### config.mk
export PLATFORM = sky130hd
export DESIGN_NAME = iterMulDiv
export DESIGN_NICKNAME = d
export VERILOG_FILES = /design/src/rtl/mdu_pkg.sv /design/src/rtl/mdu_ctrl.sv /design/src/rtl/mdu_datapath.sv /design/src/rtl/iterMulDiv.sv
export SDC_FILE = /design/constraint.sdc
export NUM_CORES = 1
export LEC_CHECK = 0
export BUFFER_PORTS_ARGS = -buffer_cell sky130_fd_sc_hd__buf_4
export CORE_MARGIN = 2
export CORE_UTILIZATION = 40
export DETAILED_ROUTE_END_ITERATION = 10
export SLEW_MARGIN = 30
export SYNTH_ARGS = -nofsm -noshare
export SYNTH_HDL_FRONTEND = slang
export SYNTH_SLANG_ARGS = --single-unit
### constraint.sdc
create_clock -name clk -period 6.65 [get_ports clk]
set_clock_uncertainty 0.05 [all_clocks]
set_input_delay 1.995 -clock clk [delete_from_list [all_inputs] [get_ports clk]]
set_output_delay 1.995 -clock clk [all_outputs]
set_load 0.03 [all_outputs]
### src/rtl/mdu_pkg.sv
package mdu_pkg;

  // Command encoding: bit 1 selects divide, bit 0 selects signed arithmetic.
  typedef enum logic [1:0] {
    CMD_MULU = 2'b00,
    CMD_MULS = 2'b01,
    CMD_DIVU = 2'b10,
    CMD_DIVS = 2'b11
  } mduCmd_t;

  // Strobes from control to datapath, one cycle each.
  typedef struct packed {
    logic load;    // capture operands and mode, prime the accumulator
    logic step;    // perform one iteration
    logic finish;  // this iteration is the last: commit corrected result
    logic wrHi;    // direct load of HI
    logic wrLo;    // direct load of LO
  } mduStrobes_t;

endpackage

### src/rtl/mdu_ctrl.sv
module mdu_ctrl
  import mdu_pkg::*;
#(
  parameter int WIDTH = 32,
  localparam int CNT_W = $clog2(WIDTH) + 1
) (
  input  logic             clk,
  input  logic             rst,
  input  logic             startValid,
  input  logic             hiWrite,
  input  logic             loWrite,
  input  logic             hiRead,
  input  logic             loRead,
  output mduStrobes_t      strobes,
  output logic             busy,
  output logic [CNT_W-1:0] count,
  output logic             pause
);

  localparam logic [CNT_W-1:0] ITERS = CNT_W'(WIDTH);
  localparam logic [CNT_W-1:0] ONE   = CNT_W'(1);

  // Iteration counter: loaded on start, counts down to zero.
  always_ff @(posedge clk) begin
    if (rst) begin
      count <= '0;
    end else if (startValid) begin
      count <= ITERS;
    end else if (count != '0) begin
      count <= count - ONE;
    end
  end

  assign busy = (count != '0);

  always_comb begin
    strobes        = '0;
    strobes.load   = startValid;
    strobes.step   = busy && !startValid;
    strobes.finish = busy && !startValid && (count == ONE);
    strobes.wrHi   = hiWrite && !busy && !startValid;
    strobes.wrLo   = loWrite && !busy && !startValid;
  end

  // Stall the pipeline only if it asks for a result that is not ready.
  assign pause = busy && (hiRead || loRead);

endmodule

### src/rtl/mdu_datapath.sv
module mdu_datapath
  import mdu_pkg::*;
#(
  parameter int WIDTH = 32,
  localparam int DW = 2 * WIDTH
) (
  input  logic             clk,
  input  logic             rst,
  input  mduStrobes_t      strobes,
  input  logic [1:0]       cmd,
  input  logic [WIDTH-1:0] opA,
  input  logic [WIDTH-1:0] opB,
  input  logic [WIDTH-1:0] wrData,
  output logic [WIDTH-1:0] hiOut,
  output logic [WIDTH-1:0] loOut
);

  // Stored mode and sign-fix flags.
  logic divMode;
  logic negMain;   // negate product or quotient
  logic negRem;    // negate remainder

  logic [WIDTH-1:0] opReg;   // multiplicand or divisor magnitude
  logic [DW-1:0]    accReg;  // shifting accumulator
  logic [WIDTH-1:0] hiReg;
  logic [WIDTH-1:0] loReg;

  // Operand magnitudes for the load cycle.
  logic             cmdDiv;
  logic             cmdSigned;
  logic             signA;
  logic             signB;
  logic [WIDTH-1:0] magA;
  logic [WIDTH-1:0] magB;

  always_comb begin
    cmdDiv    = cmd[1];
    cmdSigned = cmd[0];
    signA     = cmdSigned && opA[WIDTH-1];
    signB     = cmdSigned && opB[WIDTH-1];
    magA      = signA ? (~opA + WIDTH'(1)) : opA;
    magB      = signB ? (~opB + WIDTH'(1)) : opB;
  end

  // One multiply iteration: conditional add of the multiplicand into the
  // upper half, then shift the whole accumulator right with the carry.
  logic [WIDTH:0]  mulSum;
  logic [DW-1:0]   mulNext;

  always_comb begin
    mulSum  = {1'b0, accReg[DW-1:WIDTH]} + {1'b0, opReg};
    mulNext = accReg[0] ? {mulSum, accReg[WIDTH-1:1]}
                        : {1'b0, accReg[DW-1:1]};
  end

  // One restoring divide iteration: bring down the next dividend bit,
  // subtract the divisor if it fits, record the quotient bit at the bottom.
  logic [WIDTH:0]  divTop;
  logic [WIDTH:0]  divDiff;
  logic            divFits;
  logic [DW-1:0]   divNext;

  always_comb begin
    divTop  = accReg[DW-1:WIDTH-1];
    divDiff = divTop - {1'b0, opReg};
    divFits = (divTop >= {1'b0, opReg});
    divNext = divFits ? {divDiff[WIDTH-1:0], accReg[WIDTH-2:0], 1'b1}
                      : {accReg[DW-2:0], 1'b0};
  end

  logic [DW-1:0] stepAcc;
  assign stepAcc = divMode ? divNext : mulNext;

  // Sign correction applied to the final accumulator value.
  logic [DW-1:0]    prodFix;
  logic [WIDTH-1:0] quotFix;
  logic [WIDTH-1:0] remFix;
  logic [WIDTH-1:0] resHi;
  logic [WIDTH-1:0] resLo;

  always_comb begin
    prodFix = negMain ? (~stepAcc + DW'(1)) : stepAcc;
    quotFix = negMain ? (~stepAcc[WIDTH-1:0] + WIDTH'(1)) : stepAcc[WIDTH-1:0];
    remFix  = negRem ? (~stepAcc[DW-1:WIDTH] + WIDTH'(1)) : stepAcc[DW-1:WIDTH];
    if (divMode) begin
      resHi = remFix;
      resLo = quotFix;
    end else begin
      resHi = prodFix[DW-1:WIDTH];
      resLo = prodFix[WIDTH-1:0];
    end
  end

  // Operand and accumulator registers.
  always_ff @(posedge clk) begin
    if (rst) begin
      divMode <= 1'b0;
      negMain <= 1'b0;
      negRem  <= 1'b0;
      opReg   <= '0;
      accReg  <= '0;
    end else if (strobes.load) begin
      divMode <= cmdDiv;
      negMain <= signA ^ signB;
      negRem  <= signA;
      opReg   <= cmdDiv ? magB : magA;
      accReg  <= {{WIDTH{1'b0}}, (cmdDiv ? magA : magB)};
    end else if (strobes.step) begin
      accReg  <= stepAcc;
    end
  end

  // Result registers.
  always_ff @(posedge clk) begin
    if (rst) begin
      hiReg <= '0;
      loReg <= '0;
    end else if (strobes.finish) begin
      hiReg <= resHi;
      loReg <= resLo;
    end else begin
      if (strobes.wrHi) hiReg <= wrData;
      if (strobes.wrLo) loReg <= wrData;
    end
  end

  assign hiOut = hiReg;
  assign loOut = loReg;

endmodule

### src/rtl/iterMulDiv.sv
module iterMulDiv
  import mdu_pkg::*;
#(
  parameter int WIDTH = 32,
  localparam int CNT_W = $clog2(WIDTH) + 1
) (
  input  logic             clk,
  input  logic             rst,
  input  logic             startValid,
  input  logic [1:0]       cmd,
  input  logic [WIDTH-1:0] opA,
  input  logic [WIDTH-1:0] opB,
  input  logic             hiWrite,
  input  logic             loWrite,
  input  logic [WIDTH-1:0] wrData,
  input  logic             hiRead,
  input  logic             loRead,
  output logic [WIDTH-1:0] hiOut,
  output logic [WIDTH-1:0] loOut,
  output logic             pause
);

  mduStrobes_t      strobes;
  logic             busy;
  logic [CNT_W-1:0] count;

  mdu_ctrl #(.WIDTH(WIDTH)) uCtrl (
    .clk        (clk),
    .rst        (rst),
    .startValid (startValid),
    .hiWrite    (hiWrite),
    .loWrite    (loWrite),
    .hiRead     (hiRead),
    .loRead     (loRead),
    .strobes    (strobes),
    .busy       (busy),
    .count      (count),
    .pause      (pause)
  );

  mdu_datapath #(.WIDTH(WIDTH)) uPath (
    .clk     (clk),
    .rst     (rst),
    .strobes (strobes),
    .cmd     (cmd),
    .opA     (opA),
    .opB     (opB),
    .wrData  (wrData),
    .hiOut   (hiOut),
    .loOut   (loOut)
  );

endmodule

# ---- Word-level counts from Yosys, hierarchy flattened
# Cells that the tools add are included.
dict set report op_classes {
  addsub 8
  order_cmp 1
  eq_ne 1
  n_mux 20
  bitwise 6
  n_reduce_logical 18
}
# op n
set op_table {}
lappend op_table {{$mux 32} 14}
lappend op_table {{$mux 64} 4}
lappend op_table {{$add 32x1->32 const B} 4}
lappend op_table {{$not 32->32} 4}
lappend op_table {{$add 64x1->64 const B} 1}
lappend op_table {{$not 64->64} 1}
lappend op_table {{$add 32x32->33} 1}
lappend op_table {{$ge 33x32->1} 1}
lappend op_table {{$sub 32x32->32} 1}
lappend op_table {{$mux 6} 2}
lappend op_table {{$logic_and 1x1->1} 9}
lappend op_table {{$reduce_bool 2->1} 4}
lappend op_table {{$eq 6x1->1 const B} 1}
lappend op_table {{$reduce_bool 6->1} 1}
lappend op_table {{$sub 6x1->6 const B} 1}
lappend op_table {{$logic_not 1->1} 2}
lappend op_table {{$reduce_or 2->1} 1}
lappend op_table {{$logic_or 1x1->1} 1}
lappend op_table {{$xor 1x1->1} 1}
dict set report word_totals {
  ff_bits 169
  in_bits 105
  output_inout_bits 65
  word_cells 64
}

# ---- Logic depth before layout (Yosys ltp)
dict set report depth {
  depth_word 8
  mapped_depth 23
  ltp_nobuf 21
}

# ---- Modules after synthesis
# From an unflattened synthesis, not the netlist that was laid out.
dict set report unflattened {
  cells_unflattened 2220
  area_unflattened_um2 16248.1
}
# module n_inst cells_per_inst area_per_inst_um2
set by_module_without_submodules {}
lappend by_module_without_submodules {mdu_datapath 1 2178 15866.5}
lappend by_module_without_submodules {mdu_ctrl 1 42 381.6}

# ---- Worst setup path after synthesis
# No wires, ideal clock.
dict set report synth_path {
  kind {input port to flip-flop}
  from {in opB[1]}
  to {reg uPath.accReg[29]}
  arrival_ps 4648
  path_slack_ps 1825
  path_stages 12
  path_buffers 0
  path_cell_list {or4_1 -> nor4_2 -> nand2_1 -> nor4b_1 -> nand2_1 -> or4_1 -> o41ai_1 -> xnor2_1 -> nor2_1 -> a21oi_1 -> a21oi_1 -> nor2_1}
}
dict set report synth_between {
  elab_chain_len 5
}
# item line
set synth_rtl {}
lappend synth_rtl {{from (decl)} iterMulDiv.sv:12} ;# input logic [WIDTH-1:0] opB,
lappend synth_rtl {{$not 32->32} mdu_datapath.sv:42} ;# magB = signB ? (~opB + WIDTH'(1)) : opB;
lappend synth_rtl {{$add 32x1->32} mdu_datapath.sv:42}
lappend synth_rtl {{$mux 32} mdu_datapath.sv:42}
lappend synth_rtl {{$mux 32} mdu_datapath.sv:107} ;# accReg <= {{WIDTH{1'b0}}, (cmdDiv ? magA : magB)};
lappend synth_rtl {{$mux 32} mdu_datapath.sv:102} ;# end else if (strobes.load) begin
lappend synth_rtl {{to (signal assigned)} mdu_datapath.sv:107}
lappend synth_rtl {{to (signal assigned)} mdu_datapath.sv:109} ;# accReg <= stepAcc;
lappend synth_rtl {{to (decl)} mdu_datapath.sv:24} ;# logic [DW-1:0] accReg;
# Every way passes these cells.
# A chain may end at the register's enable or synchronous reset.

# ---- Worst setup path in the final report
dict set report layout_path {
  from {reg uPath.opReg[12]}
  to {reg uPath.loReg[26], in the netlist uPath.loOut[26]}
}
dict set report layout_between {
  elab_chain_len 8
  word_cells_on_any_way 11
  cone_classes {add/sub (2); order compare (1); mux (6); bitwise (2)}
}
# item line
set layout_rtl {}
lappend layout_rtl {{from (decl)} mdu_datapath.sv:23} ;# logic [WIDTH-1:0] opReg;
lappend layout_rtl {{from (signal assigned)} mdu_datapath.sv:106} ;# opReg <= cmdDiv ? magB : magA;
lappend layout_rtl {{$ge 33x32->1 *} mdu_datapath.sv:66} ;# divFits = (divTop >= {1'b0, opReg});
lappend layout_rtl {{$mux 64 *} mdu_datapath.sv:67} ;# divNext = divFits ? {divDiff[WIDTH-1:0], accReg[WIDTH-2:0], 1'b1}
lappend layout_rtl {{$mux 64 *} mdu_datapath.sv:72} ;# assign stepAcc = divMode ? divNext : mulNext;
lappend layout_rtl {{$not 64->64 or $not 32->32 (tied branches)} {mdu_datapath.sv:82, mdu_datapath.sv:83}}
lappend layout_rtl {{$add 64x1->64 or $add 32x1->32 (tied branches)} {mdu_datapath.sv:82, mdu_datapath.sv:83}}
lappend layout_rtl {{$mux 64 or $mux 32 (tied branches)} {mdu_datapath.sv:82, mdu_datapath.sv:83}}
lappend layout_rtl {{$mux 32 *} mdu_datapath.sv:85} ;# if (divMode) begin
lappend layout_rtl {{$mux 32 *} mdu_datapath.sv:118} ;# end else if (strobes.finish) begin
lappend layout_rtl {{to (signal assigned)} mdu_datapath.sv:120} ;# loReg <= resLo;
lappend layout_rtl {{to (signal assigned)} mdu_datapath.sv:123} ;# if (strobes.wrLo) loReg <= wrData;
lappend layout_rtl {{to (decl)} mdu_datapath.sv:26} ;# logic [WIDTH-1:0] loReg;
# Every way passes the cells marked *; elsewhere a longest branch is shown, timed or not.

==> results_dict.tcl <==
set metrics [dict create \
    crit_family "compound AO/OA/AOI/OAI gates" \
    final_layout_size_suffix_gt1_share_pct 13.2 \
    htreeDepth 4 \
    worstMarginPinSlew_ns 1.02 \
    rows 73 \
    cp.depth 19 \
    synth.top_cell.area_share_pct 20.8 \
    crit_type "reg2reg" \
    firstDrtPassIters 5 \
    synth_area_leaders "dfxtp_1 (21%), nor2_1 (7.7%), a21oi_1 (6.6%)" \
    coreArea_mm2 0.0399 \
    final_cells 2894 \
    synth_cell_type_count 106 \
    die_y_um 206 \
    fp.dieW_um 206 \
    rsz0062_at_grt "false" \
    yosysWarnings 0 \
    finalMaxSlewViolations 0 \
    yosys.area.top_type "dfxtp_1" \
    hold_depth 2 \
    final_hold_viol_count 0 \
    post-place-ws_ns 0.958 \
    ys_seq_area_share_pct 20.8 \
    io_buffers 169 \
    clk_latency_ns 0.47 \
    slowest_stage "nor2_2" \
    layout.nets 2533 \
    cp_cell_sequence "inv_1, ha_1, a21oi_1, a21boi_2, a21oi_1, o311a_2, nor2_2, nand2_1, o21a_1, inv_1, ha_1, o21ai_0, or3_1, or3_1, or3_1, o31ai_1, xor2_1, nor2_1, a311oi_1" \
    start_kind "flop" \
    post_cts_resized 0 \
    final_util_pct 46.1 \
    critical_path.max_stage_delay_ns 0.71 \
    fin_crit_sh_pct 87.6 \
    synthCells 2295 \
    critical_path.max_fanout 17 \
    pin_count 170 \
    drt_iter0_markers 1797 \
    start_util_pct 40.8 \
    crit_start "uPath.opReg[12]" \
    max_freq_ghz 0.172 \
    outcome "complete, no violations" \
    multi_input_area_mm2 0.0120 \
    critPathBufInv 2 \
    antenna_found_initial 1 \
    peakVddDrop_mv 0.151 \
    regArea_mm2 0.00339 \
    worstSetupEndpointType "flop" \
    area_growth_pct 13.0 \
    grt_usage_pct 31.6 \
    mostFrequentLayoutCells "nor2_1 (332), nand2_1 (262), a21oi_1 (214), buf_4 (193), dfxtp_1 (168)" \
    via_per_inst 6.20 \
    fin_ws_ns 0.823 \
    routabilityCongestion 0.978 \
    power_per_cell_area_mw_per_mm2 248 \
    crit_path_frequent_cell "or3_1" \
    synth_area_mm2 0.0163 \
    dp_hpwl_mm 53.2 \
    period_needed_ns 5.83 \
    postCtsSetupBuffers 0 \
    min-delay-start "uCtrl.count[4]" \
    first_global_vias 16600 \
    die-area_mm2 0.0423 \
    syn_area_per_cell_um2 7.09 \
    synthFlopType "dfxtp_1" \
    p_leak_nw 7.19 \
    routedWlPerCell_um 23.4 \
    fillers 4110 \
    ant_nets 0 \
    wl_mm 67.7 \
    tns_ns 0 \
    rr_worst_depth 19 \
    rr_startpoint "uPath.opReg[12]" \
    syn_nets 2472 \
    clockBufferDepth 2 \
    cp_data_arrival_time_ns 6.16 \
    clock-sinks 169 \
    numCtsBuffers 17 \
    synth-seq-cells 169 \
    synth-edff-count 0 \
    clk_pin_slew_ns 0.08 \
    critPathRequiredTime_ns 6.99 \
    drc 0 \
    diodes 0 \
    layout.cells.most_common "nor2_1" \
    grt_overflow 0 \
    setup_violations 0 \
    relSlewSlack_pct 32.2 \
    synthArstFlopShare_pct 0 \
    dpl.cell_count 2862 \
    grt_max_degree 75 \
    postCtsHoldBufs 0 \
    cap_viol_max_count 0 \
    hold_class "reg2reg" \
    grt_pass1_wl_mm 102 \
    cts_root_buf "clkbuf_16" \
    via_count 17900 \
    cts_tree "built" \
]
-- final timing paths --
check	endpoint	slack [ns]
max	uPath.loOut[26]	0.82
min	uCtrl.count[4]	0.43
max reg2reg	uPath.loOut[26]	0.82
min reg2reg	uCtrl.count[4]	0.43
-- through the flow --
stage	cell area, um^2	power (mW)	hold WS, ns
2_1_floorplan	16300	2.77	0.395
3_3_place_gp	17800	3.48	0.408
3_5_place_dp	17800	3.49	0.419
4_1_cts	18400	4.53	0.430
5_1_grt	18400	4.80	0.442
6_report	18400	4.55	0.430
-- registers in the layout (all words and copies together) (netlist names) --
| name | count |
|---|---|
| uPath.accReg | 64 |
| uPath.hiOut | 32 |
| uPath.loOut | 32 |
| uPath.opReg | 32 |
| uCtrl.count | 6 |
| uPath.divMode | 1 |
| uPath.negMain | 1 |
| uPath.negRem | 1 |
-- power by group --
| group | switching [mW] | internal [mW] |
|---|---|---|
| combinational | 1.51 | 0.769 |
| clock | 0.494 | 0.543 |
| sequential | 0.122 | 1.12 |
| total | 2.12 | 2.43 |
-- worst register-to-register path, cell delays in order (launching register included) --
cell and delay [ns]:
dfxtp_1 0.36, inv_1 0.06, ha_1 0.36, a21oi_1 0.36, a21boi_2 0.24, a21oi_1 0.17
o311a_2 0.56, nor2_2 0.71, nand2_1 0.13, o21a_1 0.18, inv_1 0.09, ha_1 0.16
o21ai_0 0.25, or3_1 0.49, or3_1 0.44, or3_1 0.37, o31ai_1 0.30, xor2_1 0.17
nor2_1 0.05, a311oi_1 0.24
-- logic make-up (layout without fill, tap and decap cells) --
logic type	after synthesis	count (layout)	share of synthesized area, %
AOI/OAI and AO/OA	698	698	29.4
xor gates and xnor gates	145	145	7.81
adders and majority gates	72	72	5.63
buffers and inverters	217	291	5.40
DFF	169	169	20.8
muxes	79	79	4.98
and+or+nand+nor	915	915	25.9
-- synthesized netlist by cell type, types with 6 or more instances --
master / number
nand4_1: 31
a311oi_1: 55
nor2_1: 333
or4_1: 8
a21boi_0: 12
xor2_1: 64
or2_2: 6
dfxtp_1: 169
a31oi_1: 32
nor4_1: 16
a41oi_1: 7
o31ai_1: 22
and2_1: 17
o21ai_1: 10
and3_1: 16
mux2i_1: 64
a31o_2: 17
nor3b_1: 13
buf_1: 11
nor2b_1: 11
ha_1: 70
nand2_1: 264
nor3_1: 64
a21o_1: 34
o211ai_1: 22
o21bai_1: 8
xnor2_1: 81
mux2_2: 15
clkbuf_1: 112
a211oi_1: 54
buf_2: 21
inv_1: 64
or3_1: 15
o21a_1: 14
buf_4: 8
o21ai_0: 102
nand2b_1: 13
nand3_1: 73
a21oi_1: 214
-- routing by layer --
layer,vias up,track usage (%),part of all wire [%]
met3,103,5.92,8.0
met2,791,51.5,46
met5,-,0,0.015
met1,8562,42.2,43
li1,8487,-,-
met4,2,9.79,2.9
-- layout make-up --
cell class | instances | share of cell area [%]
well taps | 525 | 3.57
clock inverters | 13 | 0.837
repair buffers | 195 | 8.10
inverters | 64 | 1.31
flip-flops and latches | 169 | 18.4
clock buffers | 19 | 2.41
multi-input cells | 1909 | 65.4
Power figures use the tool's default switching activity.
